<file path="src/rtl/hp_slot_pkg.sv">
`timescale 1ns/1ps
package hp_slot_pkg;
  // control bit positions (standard slot control layout)
  localparam int CTL_ABPE = 0;
  localparam int CTL_PDCE = 3;
  localparam int CTL_CCIE = 4;
  localparam int CTL_HPIE = 5;
  localparam int CTL_AIC  = 6;
  localparam int CTL_PIC  = 8;
  localparam int CTL_PCC  = 10;
  localparam int CTL_EIC  = 11;
  // status bit positions; event bits share positions with their enables
  localparam int STS_ABP  = 0;
  localparam int STS_PDC  = 3;
  localparam int STS_CC   = 4;
  localparam int STS_PDS  = 6;
  localparam int STS_EIS  = 7;
  localparam logic [15:0] EVT_MASK = (16'h1 << STS_ABP) | (16'h1 << STS_PDC) | (16'h1 << STS_CC);

  typedef enum logic [1:0] {
    IND_RSVD  = 2'b00,
    IND_ON    = 2'b01,
    IND_BLINK = 2'b10,
    IND_OFF   = 2'b11
  } ind_t;

  typedef struct packed {
    logic insert;
    logic boot;
    logic button;
  } hp_evt_t;
endpackage

</file>
<file path="src/rtl/hp_ctl_reg.sv">
`timescale 1ns/1ps
module hp_ctl_reg
  import hp_slot_pkg::*;
#(
  parameter bit HAS_PWR_CTL = 1'b1
) (
  input  logic        clk,
  input  logic        rst,
  input  logic        slot_populated,
  input  logic        wr_lo,
  input  logic        wr_hi,
  input  logic [15:0] wdata,
  input  logic        pds_now,
  output logic [15:0] ctl_q,
  output logic [15:0] ctl_nxt,
  output logic        eic_hit,
  output logic        remove_hit
);
  localparam logic [15:0] PWR_BIT = 16'h1 << CTL_PCC;
  localparam logic [15:0] WMASK   = 16'h03F9 | (HAS_PWR_CTL ? PWR_BIT : 16'h0000);

  logic [15:0] rst_val;

  always_comb begin
    rst_val = '0;
    rst_val[CTL_AIC +: 2] = IND_OFF;
    if (HAS_PWR_CTL && slot_populated) begin
      rst_val[CTL_PIC +: 2] = IND_ON;
    end else begin
      rst_val[CTL_PIC +: 2] = IND_OFF;
      rst_val[CTL_PCC]      = HAS_PWR_CTL;
    end
  end

  always_comb begin
    ctl_nxt = ctl_q;
    if (wr_lo) ctl_nxt[7:0]  = (ctl_q[7:0]  & ~WMASK[7:0])  | (wdata[7:0]  & WMASK[7:0]);
    if (wr_hi) ctl_nxt[15:8] = (ctl_q[15:8] & ~WMASK[15:8]) | (wdata[15:8] & WMASK[15:8]);
  end

  assign eic_hit    = wr_hi && wdata[CTL_EIC];
  assign remove_hit = wr_hi && pds_now && wdata[CTL_PCC] &&
                      (wdata[CTL_PIC +: 2] == IND_OFF);

  always_ff @(posedge clk) begin
    if (rst) ctl_q <= rst_val;
    else     ctl_q <= ctl_nxt;
  end


  ctl_hold_chk: assert property (@(posedge clk) disable iff (rst)
    (!wr_lo && !wr_hi) |=> $stable(ctl_q));
endmodule

</file>
<file path="src/rtl/hp_sts_reg.sv">
`timescale 1ns/1ps
module hp_sts_reg
  import hp_slot_pkg::*;
(
  input  logic        clk,
  input  logic        rst,
  input  logic        slot_populated,
  input  logic        wr_lo,
  input  logic        wr_hi,
  input  logic [15:0] wdata,
  input  hp_evt_t     evt,
  input  logic        ctl_write,
  input  logic        eic_hit,
  input  logic        remove_hit,
  output logic [15:0] sts_q,
  output logic [15:0] sts_nxt,
  output logic        notify_trig
);
  always_comb begin
    sts_nxt = sts_q;
    if (wr_lo) sts_nxt[7:0]  = sts_nxt[7:0]  & ~(wdata[7:0]  & EVT_MASK[7:0]);
    if (wr_hi) sts_nxt[15:8] = sts_nxt[15:8] & ~(wdata[15:8] & EVT_MASK[15:8]);
    if (eic_hit) sts_nxt[STS_EIS] = ~sts_q[STS_EIS];
    if (remove_hit) begin
      sts_nxt[STS_PDS] = 1'b0;
      sts_nxt[STS_PDC] = 1'b1;
    end
    if (evt.boot) sts_nxt[STS_PDS] = 1'b1;
    if (evt.insert) begin
      sts_nxt[STS_PDS] = 1'b1;
      sts_nxt[STS_PDC] = 1'b1;
      sts_nxt[STS_ABP] = 1'b1;
    end
    if (evt.button) sts_nxt[STS_ABP] = 1'b1;
    if (ctl_write)  sts_nxt[STS_CC]  = 1'b1;
  end

  assign notify_trig = evt.insert | evt.button | remove_hit | ctl_write;

  always_ff @(posedge clk) begin
    if (rst) begin
      sts_q <= '0;
      sts_q[STS_PDS] <= slot_populated;
    end else begin
      sts_q <= sts_nxt;
    end
  end


  cc_set_chk: assert property (@(posedge clk) disable iff (rst)
    ctl_write |=> sts_q[STS_CC]);

  eis_toggle_chk: assert property (@(posedge clk) disable iff (rst)
    eic_hit |=> (sts_q[STS_EIS] != $past(sts_q[STS_EIS])));

  remove_sts_chk: assert property (@(posedge clk) disable iff (rst)
    (remove_hit && !evt.insert && !evt.boot) |=> (!sts_q[STS_PDS] && sts_q[STS_PDC]));

  insert_sts_chk: assert property (@(posedge clk) disable iff (rst)
    evt.insert |=> (sts_q[STS_PDS] && sts_q[STS_PDC] && sts_q[STS_ABP]));
endmodule

</file>
<file path="src/rtl/hp_irq.sv">
`timescale 1ns/1ps
module hp_irq (
  input  logic clk,
  input  logic rst,
  input  logic level_nxt,
  input  logic notify_trig,
  input  logic sts_wr,
  input  logic msix_en,
  input  logic msi_en,
  output logic msix_req,
  output logic msi_req,
  output logic intx
);
  logic level_q;
  logic send;
  logic legacy;

  assign send   = (level_nxt != level_q) && notify_trig;
  assign legacy = !msix_en && !msi_en;

  always_ff @(posedge clk) begin
    if (rst) begin
      level_q  <= 1'b0;
      msix_req <= 1'b0;
      msi_req  <= 1'b0;
      intx     <= 1'b0;
    end else begin
      level_q  <= level_nxt;
      msix_req <= send && msix_en;
      msi_req  <= send && !msix_en && msi_en;
      if (send && legacy)                      intx <= level_nxt;
      else if (sts_wr && legacy && !level_nxt) intx <= 1'b0;
    end
  end


  one_kind_chk: assert property (@(posedge clk) disable iff (rst)
    !(msix_req && msi_req));

  msg_on_change_chk: assert property (@(posedge clk) disable iff (rst)
    (msix_req || msi_req) |-> (level_q != $past(level_q)));
endmodule

</file>
<file path="src/rtl/hp_slot_ctrl.sv">
`timescale 1ns/1ps
module hp_slot_ctrl
  import hp_slot_pkg::*;
#(
  parameter int SLOT_NUM    = 5,
  parameter bit HAS_PWR_CTL = 1'b1,
  parameter int AW          = 2,
  parameter int CAP_IDX     = 0,
  parameter int CS_IDX      = 1
) (
  input  logic          clk,
  input  logic          rst,
  input  logic          cfg_wr,
  input  logic          cfg_rd,
  input  logic [AW-1:0] cfg_addr,
  input  logic [3:0]    cfg_be,
  input  logic [31:0]   cfg_wdata,
  output logic [31:0]   cfg_rdata,
  input  logic          slot_populated,
  input  logic          ev_insert,
  input  logic          ev_boot,
  input  logic          ev_button,
  input  logic          msix_en,
  input  logic          msi_en,
  output logic          msix_req,
  output logic          msi_req,
  output logic          intx,
  output logic          remove_req
);
  localparam logic [31:0] CAP_VAL = (32'(SLOT_NUM) << 19) | (32'h1 << 17) | 32'h79 |
                                    (HAS_PWR_CTL ? 32'h2 : 32'h0);

  logic        cs_wr;
  logic        ctl_wr_lo, ctl_wr_hi, sts_wr_lo, sts_wr_hi;
  logic [15:0] ctl_q, ctl_nxt, sts_q, sts_nxt;
  logic        eic_hit, remove_hit, notify_trig, level_nxt;
  hp_evt_t     evt;

  assign cs_wr     = cfg_wr && (cfg_addr == AW'(CS_IDX));
  assign ctl_wr_lo = cs_wr && cfg_be[0];
  assign ctl_wr_hi = cs_wr && cfg_be[1];
  assign sts_wr_lo = cs_wr && cfg_be[2];
  assign sts_wr_hi = cs_wr && cfg_be[3];
  assign evt       = '{insert: ev_insert, boot: ev_boot, button: ev_button};

  hp_ctl_reg #(.HAS_PWR_CTL(HAS_PWR_CTL)) u_ctl (
    .clk(clk), .rst(rst), .slot_populated(slot_populated),
    .wr_lo(ctl_wr_lo), .wr_hi(ctl_wr_hi), .wdata(cfg_wdata[15:0]),
    .pds_now(sts_q[STS_PDS]), .ctl_q(ctl_q), .ctl_nxt(ctl_nxt),
    .eic_hit(eic_hit), .remove_hit(remove_hit)
  );

  hp_sts_reg u_sts (
    .clk(clk), .rst(rst), .slot_populated(slot_populated),
    .wr_lo(sts_wr_lo), .wr_hi(sts_wr_hi), .wdata(cfg_wdata[31:16]),
    .evt(evt), .ctl_write(ctl_wr_lo || ctl_wr_hi),
    .eic_hit(eic_hit), .remove_hit(remove_hit),
    .sts_q(sts_q), .sts_nxt(sts_nxt), .notify_trig(notify_trig)
  );

  assign level_nxt = ctl_nxt[CTL_HPIE] && (|(ctl_nxt & sts_nxt & EVT_MASK));

  hp_irq u_irq (
    .clk(clk), .rst(rst), .level_nxt(level_nxt), .notify_trig(notify_trig),
    .sts_wr(sts_wr_lo || sts_wr_hi), .msix_en(msix_en), .msi_en(msi_en),
    .msix_req(msix_req), .msi_req(msi_req), .intx(intx)
  );

  always_ff @(posedge clk) begin
    if (rst) begin
      remove_req <= 1'b0;
      cfg_rdata  <= '0;
    end else begin
      remove_req <= remove_hit;
      if (cfg_rd) begin
        if (cfg_addr == AW'(CAP_IDX))     cfg_rdata <= CAP_VAL;
        else if (cfg_addr == AW'(CS_IDX)) cfg_rdata <= {sts_q, ctl_q};
        else                              cfg_rdata <= '0;
      end
    end
  end


  remove_pulse_chk: assert property (@(posedge clk) disable iff (rst)
    remove_req |=> !remove_req);
endmodule

</file>
<file path="config.mk">
export PLATFORM = sky130hd
export DESIGN_NAME = hp_slot_ctrl
export DESIGN_NICKNAME = d
export VERILOG_FILES = /design/src/rtl/hp_slot_pkg.sv /design/src/rtl/hp_ctl_reg.sv /design/src/rtl/hp_sts_reg.sv /design/src/rtl/hp_irq.sv /design/src/rtl/hp_slot_ctrl.sv
export SDC_FILE = /design/constraint.sdc
export NUM_CORES = 1
export LEC_CHECK = 0
export BUFFER_PORTS_ARGS = -buffer_cell sky130_fd_sc_hd__buf_2
export CAP_MARGIN = 20
export CORE_MARGIN = 2
export CORE_UTILIZATION = 25
export DETAILED_ROUTE_END_ITERATION = 10
export PLACE_DENSITY = 0.52
export REMOVE_ABC_BUFFERS = 1
export SLEW_MARGIN = 5
export SYNTH_ARGS = -nofsm -noshare
export SYNTH_HDL_FRONTEND = slang
export SYNTH_SLANG_ARGS = --single-unit
</file>
<file path="constraint.sdc">
create_clock -name clk -period 2.6 [get_ports clk]
set_input_delay 0.13 -clock clk [delete_from_list [all_inputs] [get_ports clk]]
set_output_delay 0.13 -clock clk [all_outputs]
set_load 0.05 [all_outputs]
</file>
==> results.md <==
- # hold bufs at CTS: 0
- Num CTS Buffers: 5
- CP arrival: 1760 ps
- Multi-input logic area: about 700 um2
- Leakage: between 0.0009 and 0.001 uW
- Netlist cell types: 40
- Resized cells post-CTS: 0
- Chip width: between 80 and 90 um
- Reg clk slew, reported paths: 70 ps
- Synth top area share: 39.14%
- Total track usage: 10.83%
- Crit path launch type: input port
- Pin count of the biggest net entering global routing: 25
- Area contributors post-synth: dfxtp_1 39%, buf_4 7.3%, edfxtp_1 7.3%, mux2i_1 6.1%, a22o_1 4.3%
- Clock Skews: around 4.8 ps
- VDD IR max: 0.0002587 V
- Sequential cell area: 760.7 um2
- Main flop type after synthesis: dfxtp_1
- Synth area leader: dfxtp_1
- EDFF count, synth: 4
- Fin. max-slew vios: 0
- Crit path buffers/inverters: 1
- Min cycle time layout: roughly 1500 ps
- Core ar.: 6350 um2
- Finish-stage setup viols: 0
- Share of layout cells above drive strength 1: 29.46%
- CP Max Fanout: 11
- ANT cells: 0
- Pwr Total: approximately 1100 uW
- Post-Syn Area: 1637 um2
- Most repeated cell in the gate-level netlist after synthesis: dfxtp_1
- NumNets Final: 271
- Max Fclk: 0.6466 GHz
- Synth Instances: 174
- Critical Path RT: 2820 ps
- DR vias: 1361
- Drt initial violations: 85
- Drt pass-1 iters: 4
- Clk sinks: 36
- Total power per unit cell area: 583.1 nW/um2
- Post-DR vias/cell: 4.522
- Asr flop ratio synth: 0%
- Starting Density: 25.77%
- Root buffer cell: clkbuf_8
- Htree depth: 2
- Worst path slowest cell: and3b_1
- Clock Latency Late Sink: 290 ps
- Remaining antenna violation count: 0
- Die Y: 84.91 um
- Fin crit share: 59.49%
- RePlAce Congestion: 0.7719
- Die area: 7210 um2
- CTS tree: yes
- First-pass GRT wire length: 6113 um
- Max Cap Viol: 0
- Worst path cell trace: buf_2 > and3b_1 > a22oi_1 > o311ai_1 > o32a_1 > mux2i_1
- PortBufs: 55
- Outcome: complete, no violations
- Site Rows: 29
- Hold Crit Class: in2reg
- Post-DP HPWL: 2978 um
- Worst-case clock buffer depth: 2
- Wire length per cell: 12.98 um
- Finished Core Util: 31.05%
- Drt drc: 0
- RSZ-0062 raised after global routing: no
- Initial antenna violation count: 0
- Yosys reg bits: 36
- Routed Wire Length: 3907 um
- Fillcell total: 695
- Total gr overflow: 0
- Most instantiated cells after synthesis: 32 x dfxtp_1, 18 x nor2_1, 16 x buf_4, 13 x a21oi_1
- YS warnings: 0
- Slowest Stage Delay on Critical Path: around 400 ps
- Setup Buffers After CTS: 0
- Worst-margin pin slew: 548.5 ps
- Vias in the first global route: between 1000 and 1500
- CP top delay family: compound AO/OA/AOI/OAI gates
- Setup crit end kind: register
- Synthesis-to-layout area growth: 20.49%
- Critical setup path kind: in2reg
- Setup TNS: 0 ps
- Mean Syn Cell Area: 9.406 um2
- Final hold vios: 0
- Io pins: 84
- Post-synthesis sequential area ratio: 46.48%
- Max-slew headroom: 63.30%
-- report_power, final --
group | switching [uW] | leakage (uW) | internal, uW
registers | 9.99 | 0.000299 | 582
logic | 122 | 0.000612 | 49.4
clock network | 198 | 0.0000422 | 188
total | 330 | 0.000954 | 820
-- final timing paths --
check	from	end	slack, ps	cells past startpoint
setup reg to reg	u_sts.sts_q[6]$_DFFE_PP_	u_irq.msix_req$_SDFF_PP0_	1100	5
hold / removal	cfg_wdata[6]	u_ctl.ctl_q[6]$_SDFFE_PP1N_	90	3
setup / recovery	cfg_addr[0]	u_irq.msix_req$_SDFF_PP0_	1050	6
hold reg to reg	u_ctl.ctl_q[10]$_DFFE_PP_	cfg_rdata[10]$_SDFFE_PP0P_	470	1
-- registers in the layout, indices dropped and copies added, names as in the netlist --
register        flops
cfg_rdata          17
u_ctl.ctl_q         9
u_sts.sts_q         5
remove_req          1
u_irq.intx          1
u_irq.level_q       1
u_irq.msi_req       1
u_irq.msix_req      1
-- layout by cell type (no fill, tap or decap), drive strengths merged --
cell type  synthesis  routed
a211o              2       2
a21o               3       3
a21oi             13      13
a22o               8       8
a22oi              1       1
a31o               1       1
a31oi              2       2
a32o               1       1
a41o               1       1
and2               1       1
and3               3       3
and3b              1       1
buf               19      58
clkbuf             5       7
clkinv             0       1
conb               1       9
dfxtp             32      32
edfxtp             4       4
inv                8       8
mux2i             10      10
nand2             10      10
nand2b             2       2
nand3              7       7
nand3b             2       2
nand4              2       2
nand4b             2       2
nor2              18      18
nor3               3       3
nor3b              1       1
nor4bb             1       1
o21a               1       1
o21ai              5       5
o311ai             1       1
o31a               1       1
o32a               1       1
xor2               1       1
-- area by class of cell --
class	count	share of cell area, %
Inverter	8	1.523
Tap cell	77	4.886
Timing Repair Buffer	58	15.10
Clock inverter	1	0.2538
Sequential cell	36	38.58
Clock buffer	7	3.871
Multi-Input combinational cell	114	35.79
-- stage by stage --
stage               setup WS [ps]  hold WS [ps]  instances  instance area [um2]
finish                       1053         85.69        301                 1972
global route                868.7         101.9        301                 1972
CTS                          1046         87.48        301                 1972
detailed placement          743.6         395.2        293                 1891
global placement            760.6         385.8        293                 1891
floorplan                   20.53         199.1        158                 1496
-- cells by family after synthesis --
kind of cell	share of synthesized area (%)
and+or+nand+nor	17.05
AOI/OAI and AO/OA	17.36
DFF	46.48
buffers and inverters	12.23
muxes	6.116
xor gates and xnor gates	0.5353
other	0.2291
-- worst reg2reg max path, cell delays in order (launching register included) --
cell and delay (ps):
edfxtp_1 420, and3_1 180, nand4_1 110, a31oi_1 130
o32a_1 410, mux2i_1 130
-- routing by layer --
metal / routed length, um / track usage (%) / up-vias
li1: - / - / 690
met1: 1812 / 13.88 / 612
met2: 1736 / 16.39 / 51
met3: 291 / 3.891 / 8
met4: 65 / 4.762 / 0
met5: 0 / 0 / -
Power figures use the tool's default switching activity.
